===== src/rtl/rir_pkg.sv =====
`timescale 1ns/1ps
package rir_pkg;
  // interleave factor, encoded as its right-shift amount
  typedef enum logic [1:0] {
    ILV_1 = 2'd0,
    ILV_2 = 2'd1,
    ILV_4 = 2'd2
  } ilv_e;

  localparam int NWAY = 4;
endpackage


===== src/rtl/rir_rule_match.sv =====
`timescale 1ns/1ps
module rir_rule_match #(
  parameter int CADDR_W = 37,
  parameter int NRULE   = 8,
  localparam int IDX_W  = (NRULE > 1) ? $clog2(NRULE) : 1
) (
  input  logic [CADDR_W-1:0]       caddr,
  input  logic [NRULE*CADDR_W-1:0] limits,
  output logic                     hit,
  output logic [IDX_W-1:0]         idx
);
  logic [CADDR_W-1:0] lo_bound;
  logic [CADDR_W-1:0] hi_bound;

  // first rule whose [previous limit, own limit) window holds the address
  always_comb begin
    hit      = 1'b0;
    idx      = '0;
    lo_bound = '0;
    hi_bound = '0;
    for (int i = 0; i < NRULE; i++) begin
      hi_bound = limits[i*CADDR_W +: CADDR_W];
      if (!hit && (caddr >= lo_bound) && (caddr < hi_bound)) begin
        hit = 1'b1;
        idx = IDX_W'(i);
      end
      lo_bound = hi_bound;
    end
  end
endmodule


===== src/rtl/rir_ilv_factor.sv =====
`timescale 1ns/1ps
module rir_ilv_factor
  import rir_pkg::*;
#(
  parameter int RANK_W = 4
) (
  input  logic [NWAY*RANK_W-1:0] ranks,
  output ilv_e                   ilv
);
  logic [RANK_W-1:0] r0;
  logic [NWAY-1:1]   same;

  assign r0 = ranks[0 +: RANK_W];

  for (genvar w = 1; w < NWAY; w++) begin : g_cmp
    assign same[w] = (ranks[w*RANK_W +: RANK_W] == r0);
  end

  always_comb begin
    if (&same)      ilv = ILV_1;
    else if (|same) ilv = ILV_2;
    else            ilv = ILV_4;
  end
endmodule


===== src/rtl/rir_rank_calc.sv =====
`timescale 1ns/1ps
module rir_rank_calc
  import rir_pkg::*;
#(
  parameter int CADDR_W  = 37,
  parameter int OFF_W    = 10,
  parameter int VRANK_LG = 28,
  localparam int EXT_W   = CADDR_W + OFF_W
) (
  input  logic [CADDR_W-1:0] caddr,
  input  logic               closed_page,
  input  logic [OFF_W-1:0]   offset,
  input  ilv_e               ilv,
  output logic [CADDR_W-1:0] rank_addr
);
  logic [EXT_W-1:0]   off_ext;
  logic [EXT_W-1:0]   off_shl;
  logic [CADDR_W-1:0] sum;
  logic [CADDR_W-1:0] quot;
  logic [CADDR_W-1:0] keep_mask;

  // sign extend, scale by the virtual-rank size, wrap to the address width
  assign off_ext = {{CADDR_W{offset[OFF_W-1]}}, offset};
  assign off_shl = off_ext << VRANK_LG;
  assign sum     = caddr + off_shl[CADDR_W-1:0];

  always_comb begin
    unique case (ilv)
      ILV_2:   quot = sum >> 1;
      ILV_4:   quot = sum >> 2;
      default: quot = sum;
    endcase
  end

  assign keep_mask = closed_page ? CADDR_W'(64'h3f) : CADDR_W'(64'hfff);
  assign rank_addr = (quot & ~keep_mask) | (caddr & keep_mask);
endmodule


===== src/rtl/rank_ilv_decoder.sv =====
`timescale 1ns/1ps
module rank_ilv_decoder
  import rir_pkg::*;
#(
  parameter int CADDR_W  = 37,
  parameter int NRULE    = 8,
  parameter int RANK_W   = 4,
  parameter int OFF_W    = 10,
  parameter int VRANK_LG = 28
) (
  input  logic                          clk,
  input  logic                          rst_n,
  input  logic                          in_valid,
  input  logic [CADDR_W-1:0]            caddr,
  input  logic                          closed_page,
  input  logic [NRULE*CADDR_W-1:0]      rule_limit,
  input  logic [NRULE*NWAY*RANK_W-1:0]  way_rank,
  input  logic [NRULE*NWAY*OFF_W-1:0]   way_offset,
  output logic                          out_valid,
  output logic                          out_miss,
  output logic [RANK_W-3:0]             out_dimm,
  output logic [RANK_W-1:0]             out_rank,
  output logic [CADDR_W-1:0]            out_rank_addr
);
  localparam int IDX_W  = (NRULE > 1) ? $clog2(NRULE) : 1;
  localparam int DIMM_W = RANK_W - 2;

  // reset: asserted asynchronously, released on the clock
  logic [1:0] rst_sync;
  logic       rst_n_i;

  always_ff @(posedge clk or negedge rst_n) begin
    if (!rst_n) rst_sync <= 2'b00;
    else        rst_sync <= {rst_sync[0], 1'b1};
  end
  assign rst_n_i = rst_sync[1];

  // rule search
  logic             hit;
  logic [IDX_W-1:0] idx;

  rir_rule_match #(.CADDR_W(CADDR_W), .NRULE(NRULE)) u_match (
    .caddr  (caddr),
    .limits (rule_limit),
    .hit    (hit),
    .idx    (idx)
  );

  // interleave factor per rule
  ilv_e ilv_v [NRULE];
  for (genvar r = 0; r < NRULE; r++) begin : g_rule
    rir_ilv_factor #(.RANK_W(RANK_W)) u_ilv (
      .ranks (way_rank[r*NWAY*RANK_W +: NWAY*RANK_W]),
      .ilv   (ilv_v[r])
    );
  end

  // way selection
  logic [1:0]              way;
  logic [NWAY*RANK_W-1:0]  sel_ranks;
  logic [NWAY*OFF_W-1:0]   sel_offs;
  logic [RANK_W-1:0]       sel_rank;
  logic [OFF_W-1:0]        sel_off;
  ilv_e                    sel_ilv;
  logic [CADDR_W-1:0]      calc_addr;

  assign way       = closed_page ? caddr[7:6] : caddr[13:12];
  assign sel_ranks = way_rank[idx*NWAY*RANK_W +: NWAY*RANK_W];
  assign sel_offs  = way_offset[idx*NWAY*OFF_W +: NWAY*OFF_W];
  assign sel_rank  = sel_ranks[way*RANK_W +: RANK_W];
  assign sel_off   = sel_offs[way*OFF_W +: OFF_W];
  assign sel_ilv   = ilv_v[idx];

  rir_rank_calc #(
    .CADDR_W (CADDR_W),
    .OFF_W   (OFF_W),
    .VRANK_LG(VRANK_LG)
  ) u_calc (
    .caddr      (caddr),
    .closed_page(closed_page),
    .offset     (sel_off),
    .ilv        (sel_ilv),
    .rank_addr  (calc_addr)
  );

  // next-state
  logic               nxt_miss;
  logic [DIMM_W-1:0]  nxt_dimm;
  logic [RANK_W-1:0]  nxt_rank;
  logic [CADDR_W-1:0] nxt_addr;

  always_comb begin
    if (hit) begin
      nxt_miss = 1'b0;
      nxt_rank = sel_rank;
      nxt_dimm = sel_rank[RANK_W-1:2];
      nxt_addr = calc_addr;
    end else begin
      nxt_miss = 1'b1;
      nxt_rank = '1;
      nxt_dimm = '1;
      nxt_addr = '1;
    end
  end

  // registers
  always_ff @(posedge clk or negedge rst_n_i) begin
    if (!rst_n_i) begin
      out_valid     <= 1'b0;
      out_miss      <= 1'b0;
      out_dimm      <= '0;
      out_rank      <= '0;
      out_rank_addr <= '0;
    end else begin
      out_valid <= in_valid;
      if (in_valid) begin
        out_miss      <= nxt_miss;
        out_dimm      <= nxt_dimm;
        out_rank      <= nxt_rank;
        out_rank_addr <= nxt_addr;
      end
    end
  end
endmodule


===== config.mk =====
export PLATFORM = sky130hd
export DESIGN_NAME = rank_ilv_decoder
export DESIGN_NICKNAME = d
export VERILOG_FILES = /design/src/rtl/rir_pkg.sv /design/src/rtl/rir_rule_match.sv /design/src/rtl/rir_ilv_factor.sv /design/src/rtl/rir_rank_calc.sv /design/src/rtl/rank_ilv_decoder.sv
export SDC_FILE = /design/constraint.sdc
export NUM_CORES = 1
export LEC_CHECK = 0
export ABC_AREA = 1
export BUFFER_PORTS_ARGS = -buffer_cell sky130_fd_sc_hd__buf_2
export CAP_MARGIN = 25
export CORE_AREA = 2 2 327 329
export CTS_CLUSTER_DIAMETER = 120
export CTS_CLUSTER_SIZE = 20
export DETAILED_ROUTE_END_ITERATION = 10
export DIE_AREA = 0 0 329 331
export PLACE_DENSITY = 0.35
export SKIP_LAST_GASP = 1
export SLEW_MARGIN = 10
export SYNTH_ARGS = -nofsm -noshare
export SYNTH_HDL_FRONTEND = slang
export SYNTH_SLANG_ARGS = --single-unit

===== constraint.sdc =====
create_clock -name clk -period 1.45 [get_ports clk]
set_clock_uncertainty 0.2 [all_clocks]
set_input_delay 0 -clock clk [delete_from_list [all_inputs] [get_ports clk]]
set_output_delay 0 -clock clk [all_outputs]
set_load 0.03 [all_outputs]

== Word level (Yosys, flattened, before mapping) ==
Cells that the tools add are included.
Storage, ports and cells
  input bits: 785
  ROM bits: 0
  output and inout bits: 45
  word-level logic and storage cells: 140
  bits in registers: 47
  RAM bits: 0
  latch bits: 0
  memories: 0
Cells by class
  multiplexer cells: 41
  divide/modulo/power cells: 0
  bitwise gates (word level): 5
  multipliers: 2
  shift operators: 4
  order comparisons: 17
  reduce and logical (&&, ||, !) cells: 38
  add/sub/neg operators: 1
  equality and inequality tests: 26
Operators with widths (count)
  $shiftx 320x10->40: 1
  $lt 37x37->1: 8
  $ge 37x37->1: 7
  $shiftx 128x8->16: 1
  $eq 4x4->1: 24
  $and 37x37->37: 2
  $pmux 37 s2: 1
  $mux 2: 22
  $shiftx 40x7->9: 1
  $add 37x37->37: 1
  $ge 37x1->1 const B: 1
  $mux 37: 1
  $not 37->37: 1
  $or 37x37->37: 1
  $reduce_and 3->1: 8
  $reduce_or 3->1: 8
  $shiftx 16x5->4: 1
  $logic_and 1x1->1: 15
  $mux 12: 1
  $mux 3: 4
  $mux 1: 10
  $logic_not 1->1: 7
  $bmux 2 s3: 1
  $mul 3x3->6 const B: 1
  6 further kinds: 6

== Longest topological paths before layout ==
  word-level depth: 40
  gate-level depth with buffers: 44
  mapped depth without buffers: 42

== Modules after synthesis ==
Synthesis repeated with hierarchy kept, for this count alone.
Second synthesis, totals
  cell total of the unflattened synthesis: 3139
  area total of the unflattened synthesis: 17770.8 um^2
By module, submodules not included
  rir_rule_match: times used 1, area each 7850.0 um^2, seq. area each 0.0 um^2, cells an instance 1276
  rank_ilv_decoder: times used 1, area each 6281.0 um^2, seq. area each 1126.1 um^2, cells an instance 1124
  rir_ilv_factor: times used 8, area each 312.8 um^2, seq. area each 0.0 um^2, cells an instance 68
  rir_rank_calc: times used 1, area each 1137.3 um^2, seq. area each 0.0 um^2, cells an instance 195

== Worst setup path before layout ==
OpenSTA, ideal clock, no wires.
  kind: input to register
  from: input port rule_limit[110]
  to: register out_rank_addr[34]
  slack: -3118 ps
  arrival: 4247 ps
  data required time: 1129 ps
  path buffers: 3
  setup time: 121 ps
  cell stages on the path: 36
  cell sequence: inv_1 -> ha_1 -> nand2_1 -> nor2_2 -> nand2_1 -> nor2_2 -> nand2_1 -> nor2_1 -> nor2_1 -> nand2_2 -> nand2_4 -> nor2_8 -> nand4_4 -> nor2_2 -> nor2_2 -> buf_6 -> buf_6 -> buf_6 -> a32o_1 -> o211ai_1 -> nand3_1 -> nand2_1 -> ha_1 -> inv_1 -> fa_1 -> o21ai_0 -> a21oi_1 -> o21ai_0 -> a21o_1 -> a21oi_1 -> xor2_1 -> nand3_1 -> nand3_1 -> nand2_1 -> nand2_1 -> nand2_1
On the way
  word-level cells in the longest chain between the ends: 32
  elaborated cells between the ends (all ways): 44
  those cells by class: add/sub: 1; mul: 1; order compare: 2; eq/ne: 2; shift: 2; mux: 17; bitwise: 3; reduce/logical: 16
RTL lines
  from (decl): RTL line rank_ilv_decoder.sv:16  | input logic [NRULE*CADDR_W-1:0] rule_limit,
  branches (longest 31 deep; another with $lt 37x37->1)
  $mux 37 (*): RTL line rank_ilv_decoder.sv:93  | if (hit) begin
  to (signal assigned): RTL line rank_ilv_decoder.sv:120  | out_rank_addr <= nxt_addr;
  to (decl): RTL line rank_ilv_decoder.sv:23  | output logic [CADDR_W-1:0] out_rank_addr
Every way passes the cells marked *. The select of a mux whose other input is x is not followed.
A chain may end at the register's enable or synchronous reset.

== Final worst setup path ==
  from: input port caddr[11]
  to: register out_rank_addr[35]
On the way
  word-level cells in the longest chain between the ends: 40
  elaborated cells between the ends (all ways): 67
  those cells by class: add/sub: 1; mul: 1; order compare: 16; eq/ne: 2; shift: 2; mux: 20; bitwise: 3; reduce/logical: 22
RTL lines
  from (decl): RTL line rank_ilv_decoder.sv:14  | input logic [CADDR_W-1:0] caddr,
  branches (longest 39 deep; another with $ge 37x1->1)
  $mux 37 (*): RTL line rank_ilv_decoder.sv:93
Marks and branches as above.

==> flow_metrics.py <==
metrics = {
    "clock_tree": {
        "h-tree-depth": 2,
        "worst_setup_hold_path_clk_slew_ns": 0.08,
        "cts_buffers": 5,
        "clock-root-buffer": "clkbuf_16",
        "worstSkewPairLatency_ns": 0.31,
        "clock_path_buffers": 2,
        "tritoncts": "done",
        "cts_sinks": 45,
    },
    "yosys": {
        "syn_area_mm2": 0.0154,
        "synth-seq-area-share_pct": 7.29,
        "synth_seq_cells": 45,
        "async_flop_share_pct": 100,
        "synth_top_area_share_pct": 24.6,
        "avgSynthCellArea_um2": 6.07,
        "syn_inst": 2547,
        "yosys_warnings": 0,
        "synth_top_cell_by_area": "ha_1",
        "ys_types": 54,
        "yosys-top-cells-area": "ha_1, nand2_1, inv_1, nor2_1, dfrtp_1",
        "synth_common_cells": "nand2_1, inv_1, nor2_1",
        "yosysMostFrequentCell": "nand2_1",
        "synth_edf_count": 0,
        "syn-num-nets": 3637,
        "synth_flop_cell": "dfrtp_1",
    },
    "sta": {
        "period_minus_slack_ns": 4.83,
        "rsz0062_at_grt": "yes",
        "worst_pin_slew_ns": 0.499,
        "whs_ns": -0.0203,
        "timing.fmax_mhz": 207,
        "worst_slack_ns": -3.38,
        "drv_slew": 0,
        "min_period_over_period_pct": 333,
        "maxSlewHeadroom_pct": 66.4,
        "fin_tns_setup_ns": -107.86,
        "setup_viol": 42,
        "hold_viol": 11,
    },
    "critical_path": {
        "critPathMaxStageDelay_ns": 0.32,
        "r2r_cells": 3,
        "crit_fanout": 11,
        "path_buf_inv": 8,
        "critPathKind": "input port to register",
        "end_kind": "register",
        "critPathArrivalTime_ns": 4.84,
        "cp_slowest_cell": "a32o_2",
        "rrSetupSlack_ns": 0.30,
        "required_ns": 1.46,
        "crit_cells": 33,
        "crit_family": "compound AO/OA/AOI/OAI gates",
        "start_kind": "input port",
        "cp_common_cell": "buf_12",
    },
    "drt": {
        "routed_via_density": 4.19,
        "ant_nets": 0,
        "drtIter0Drc": 840,
        "firstDrtPassIters": 5,
        "vias": 21023,
        "route.detailed.drc": 0,
        "wirelength_um": 103000,
        "wl_per_cell_um": 20.6,
    },
    "placement": {
        "port_buffers": 797,
        "dp_hpwl_um": 88300,
        "gp_congestion": 0.913,
    },
    "die": {
        "die_area_mm2": 0.109,
        "io_pins": 830,
        "initial_core_util_pct": 14.7,
        "die-width_um": 329,
        "row_count": 119,
        "core-area_mm2": 0.105,
        "die_h_um": 331,
    },
    "grt": {
        "grt_max_degree": 38,
        "first_global_vias": 21661,
        "antenna_found_initial": 40,
        "met3_usage_pct": 3.34,
        "track_usage_pct": 18.0,
        "grtUsageMet1_pct": 20.1,
        "met2_usage_pct": 35.0,
        "globalRoute.busiestLayer": "met2",
        "grt_overflow": 0,
        "grt_pass1_wl_um": 143000,
    },
    "pwr": {
        "switchingPower_mw": 9.14,
        "p_comb_share_pct": 81.3,
        "ir_worst_vdd_uv": 358,
        "leakage_nw": 13.9,
        "seq_power_share_pct": 10.3,
        "clkPwrFrac_pct": 8.4,
        "power_density_mw_per_mm2": 665,
        "intPower_mw": 8.69,
        "p_sw_share_pct": 51.2,
    },
    "outcome": {
        "outcome": "finished with violations",
        "violations": "hold timing, setup timing",
    },
    "hold_path": {
        "hold_path_class": "register to async pin",
    },
    "final_layout": {
        "area_growth_pct": 73.6,
        "final.fill_count": 12000,
        "nets": 4701,
        "drive_above_1_share_pct": 41.2,
    },
    "run": {
        "maxCapViolCount": 0,
    },
}
## per-layer routing
metal,wire length (um),up-vias
met2,55000,623
met1,40100,9618
met5,188,-
met3,6140,114
met4,1860,30
li1,-,10638
## power by group through the flow
| stage | clock network [mW] | registers, mW | logic (mW) |
|---|---|---|---|
| floorplan | 0 | 2.52 | 5.55 |
| global placement | 0 | 1.86 | 12.3 |
| detailed placement | 0 | 1.87 | 12.2 |
| CTS | 1.59 | 1.85 | 14.0 |
| global route | 1.62 | 1.88 | 15.9 |
| finish | 1.50 | 1.83 | 14.5 |
## worst reg2reg max path: stages (launching register included)
cell	delay [ns]
dfrtp_1	0.46
or2_2	0.30
nand2_1	0.07
inv_1	0.04
## through the flow
step / setup WS (ns) / cell area [um2] / total power [mW] / std cells / utilization, %
2_1_floorplan: -2.81 / 15900 / 8.07 / 2547 / -
3_3_place_gp: -4.36 / 23500 / 14.1 / 4920 / 22.4
3_5_place_dp: -4.39 / 23500 / 14.1 / 4920 / 22.4
4_1_cts: -3.43 / 25600 / 17.4 / 4984 / 24.4
5_1_grt: -3.65 / 26800 / 19.4 / 5011 / 25.5
6_report: -3.38 / 26800 / 17.8 / 5016 / 25.5
## cell families (layout without fill, tap and decap cells)
| family | Yosys count | count (layout) | share of synthesized area (%) |
|---|---|---|---|
| xor+xnor | 102 | 102 | 5.78 |
| simple gates | 1016 | 1016 | 27.4 |
| other cells | 1 | 14 | 0.0243 |
| buf+inv | 510 | 1575 | 13.3 |
| flops | 45 | 45 | 7.29 |
| compound gates | 562 | 562 | 21.0 |
| fa+ha+maj | 305 | 305 | 24.8 |
| mux | 6 | 6 | 0.389 |
## path summary, 6_finish.rpt
kind / start / end
max: caddr[11] / out_rank_addr[35]$_DFFE_PN0P_
min in group clk: caddr[5] / out_rank_addr[5]$_DFFE_PN0P_
min: rst_sync[1]$_DFF_PN0_ / out_dimm[1]$_DFFE_PN0P_
min reg2reg: rst_sync[1]$_DFF_PN0_ / out_dimm[1]$_DFFE_PN0P_
max in group asynchronous: rst_n / rst_sync[1]$_DFF_PN0_
max reg2reg: out_dimm[0]$_DFFE_PN0P_ / out_dimm[0]$_DFFE_PN0P_
## registers in the layout (all words and copies together) (netlist names)
signal         flops
rst_sync           2
out_miss           1
out_rank_addr     37
out_valid          1
out_dimm           2
out_rank           2
## layout by cell type, fill, tap and decap left out, types with 7 or more instances in the layout
master / n
inv_2: 36
o211ai_1: 35
a21oi_1: 149
nand3_1: 99
o21ai_2: 10
nand2_4: 18
dlygate4sd3_1: 20
inv_4: 7
clkbuf_16: 8
ha_1: 239
xor2_1: 8
xnor2_1: 88
nand4_1: 46
nand2_2: 46
diode_2: 13
a32o_2: 7
a41oi_2: 12
o21ai_0: 164
buf_16: 10
buf_8: 12
o21ai_1: 42
buf_12: 41
nor2_4: 22
inv_1: 363
a21oi_2: 16
nand3_2: 17
nand2_1: 429
buf_6: 66
a21o_1: 11
nor3_1: 15
buf_2: 769
o22ai_1: 62
ha_4: 65
nor2_2: 27
buf_4: 233
nor2_1: 268
dfrtp_1: 44
## repair_timing
| action | CTS | global route |
|---|---|---|
| setup buffers | 34 | 19 |
| gates resized for setup | 271 | 231 |
| endpoints found under the setup margin | 42 | 42 |
| gates cloned | 10 | 3 |
| hold buffers | 18 | 2 |
| endpoints found under the hold margin | 16 | 2 |
| pin swaps | 94 | 132 |
## layout make-up
type / count / area, um2 / share of cell area [%]
multi-input cells: 1992 / 14200 / 53.0
repair buffers: 1158 / 7950 / 29.6
well taps: 1391 / 1740 / 6.49
inverters: 409 / 1580 / 5.90
flip-flops and latches: 45 / 1130 / 4.20
clock buffers: 6 / 129 / 0.481
clock inverters: 2 / 38.8 / 0.145
diodes: 13 / 32.5 / 0.121
Power figures use the tool's default switching activity.
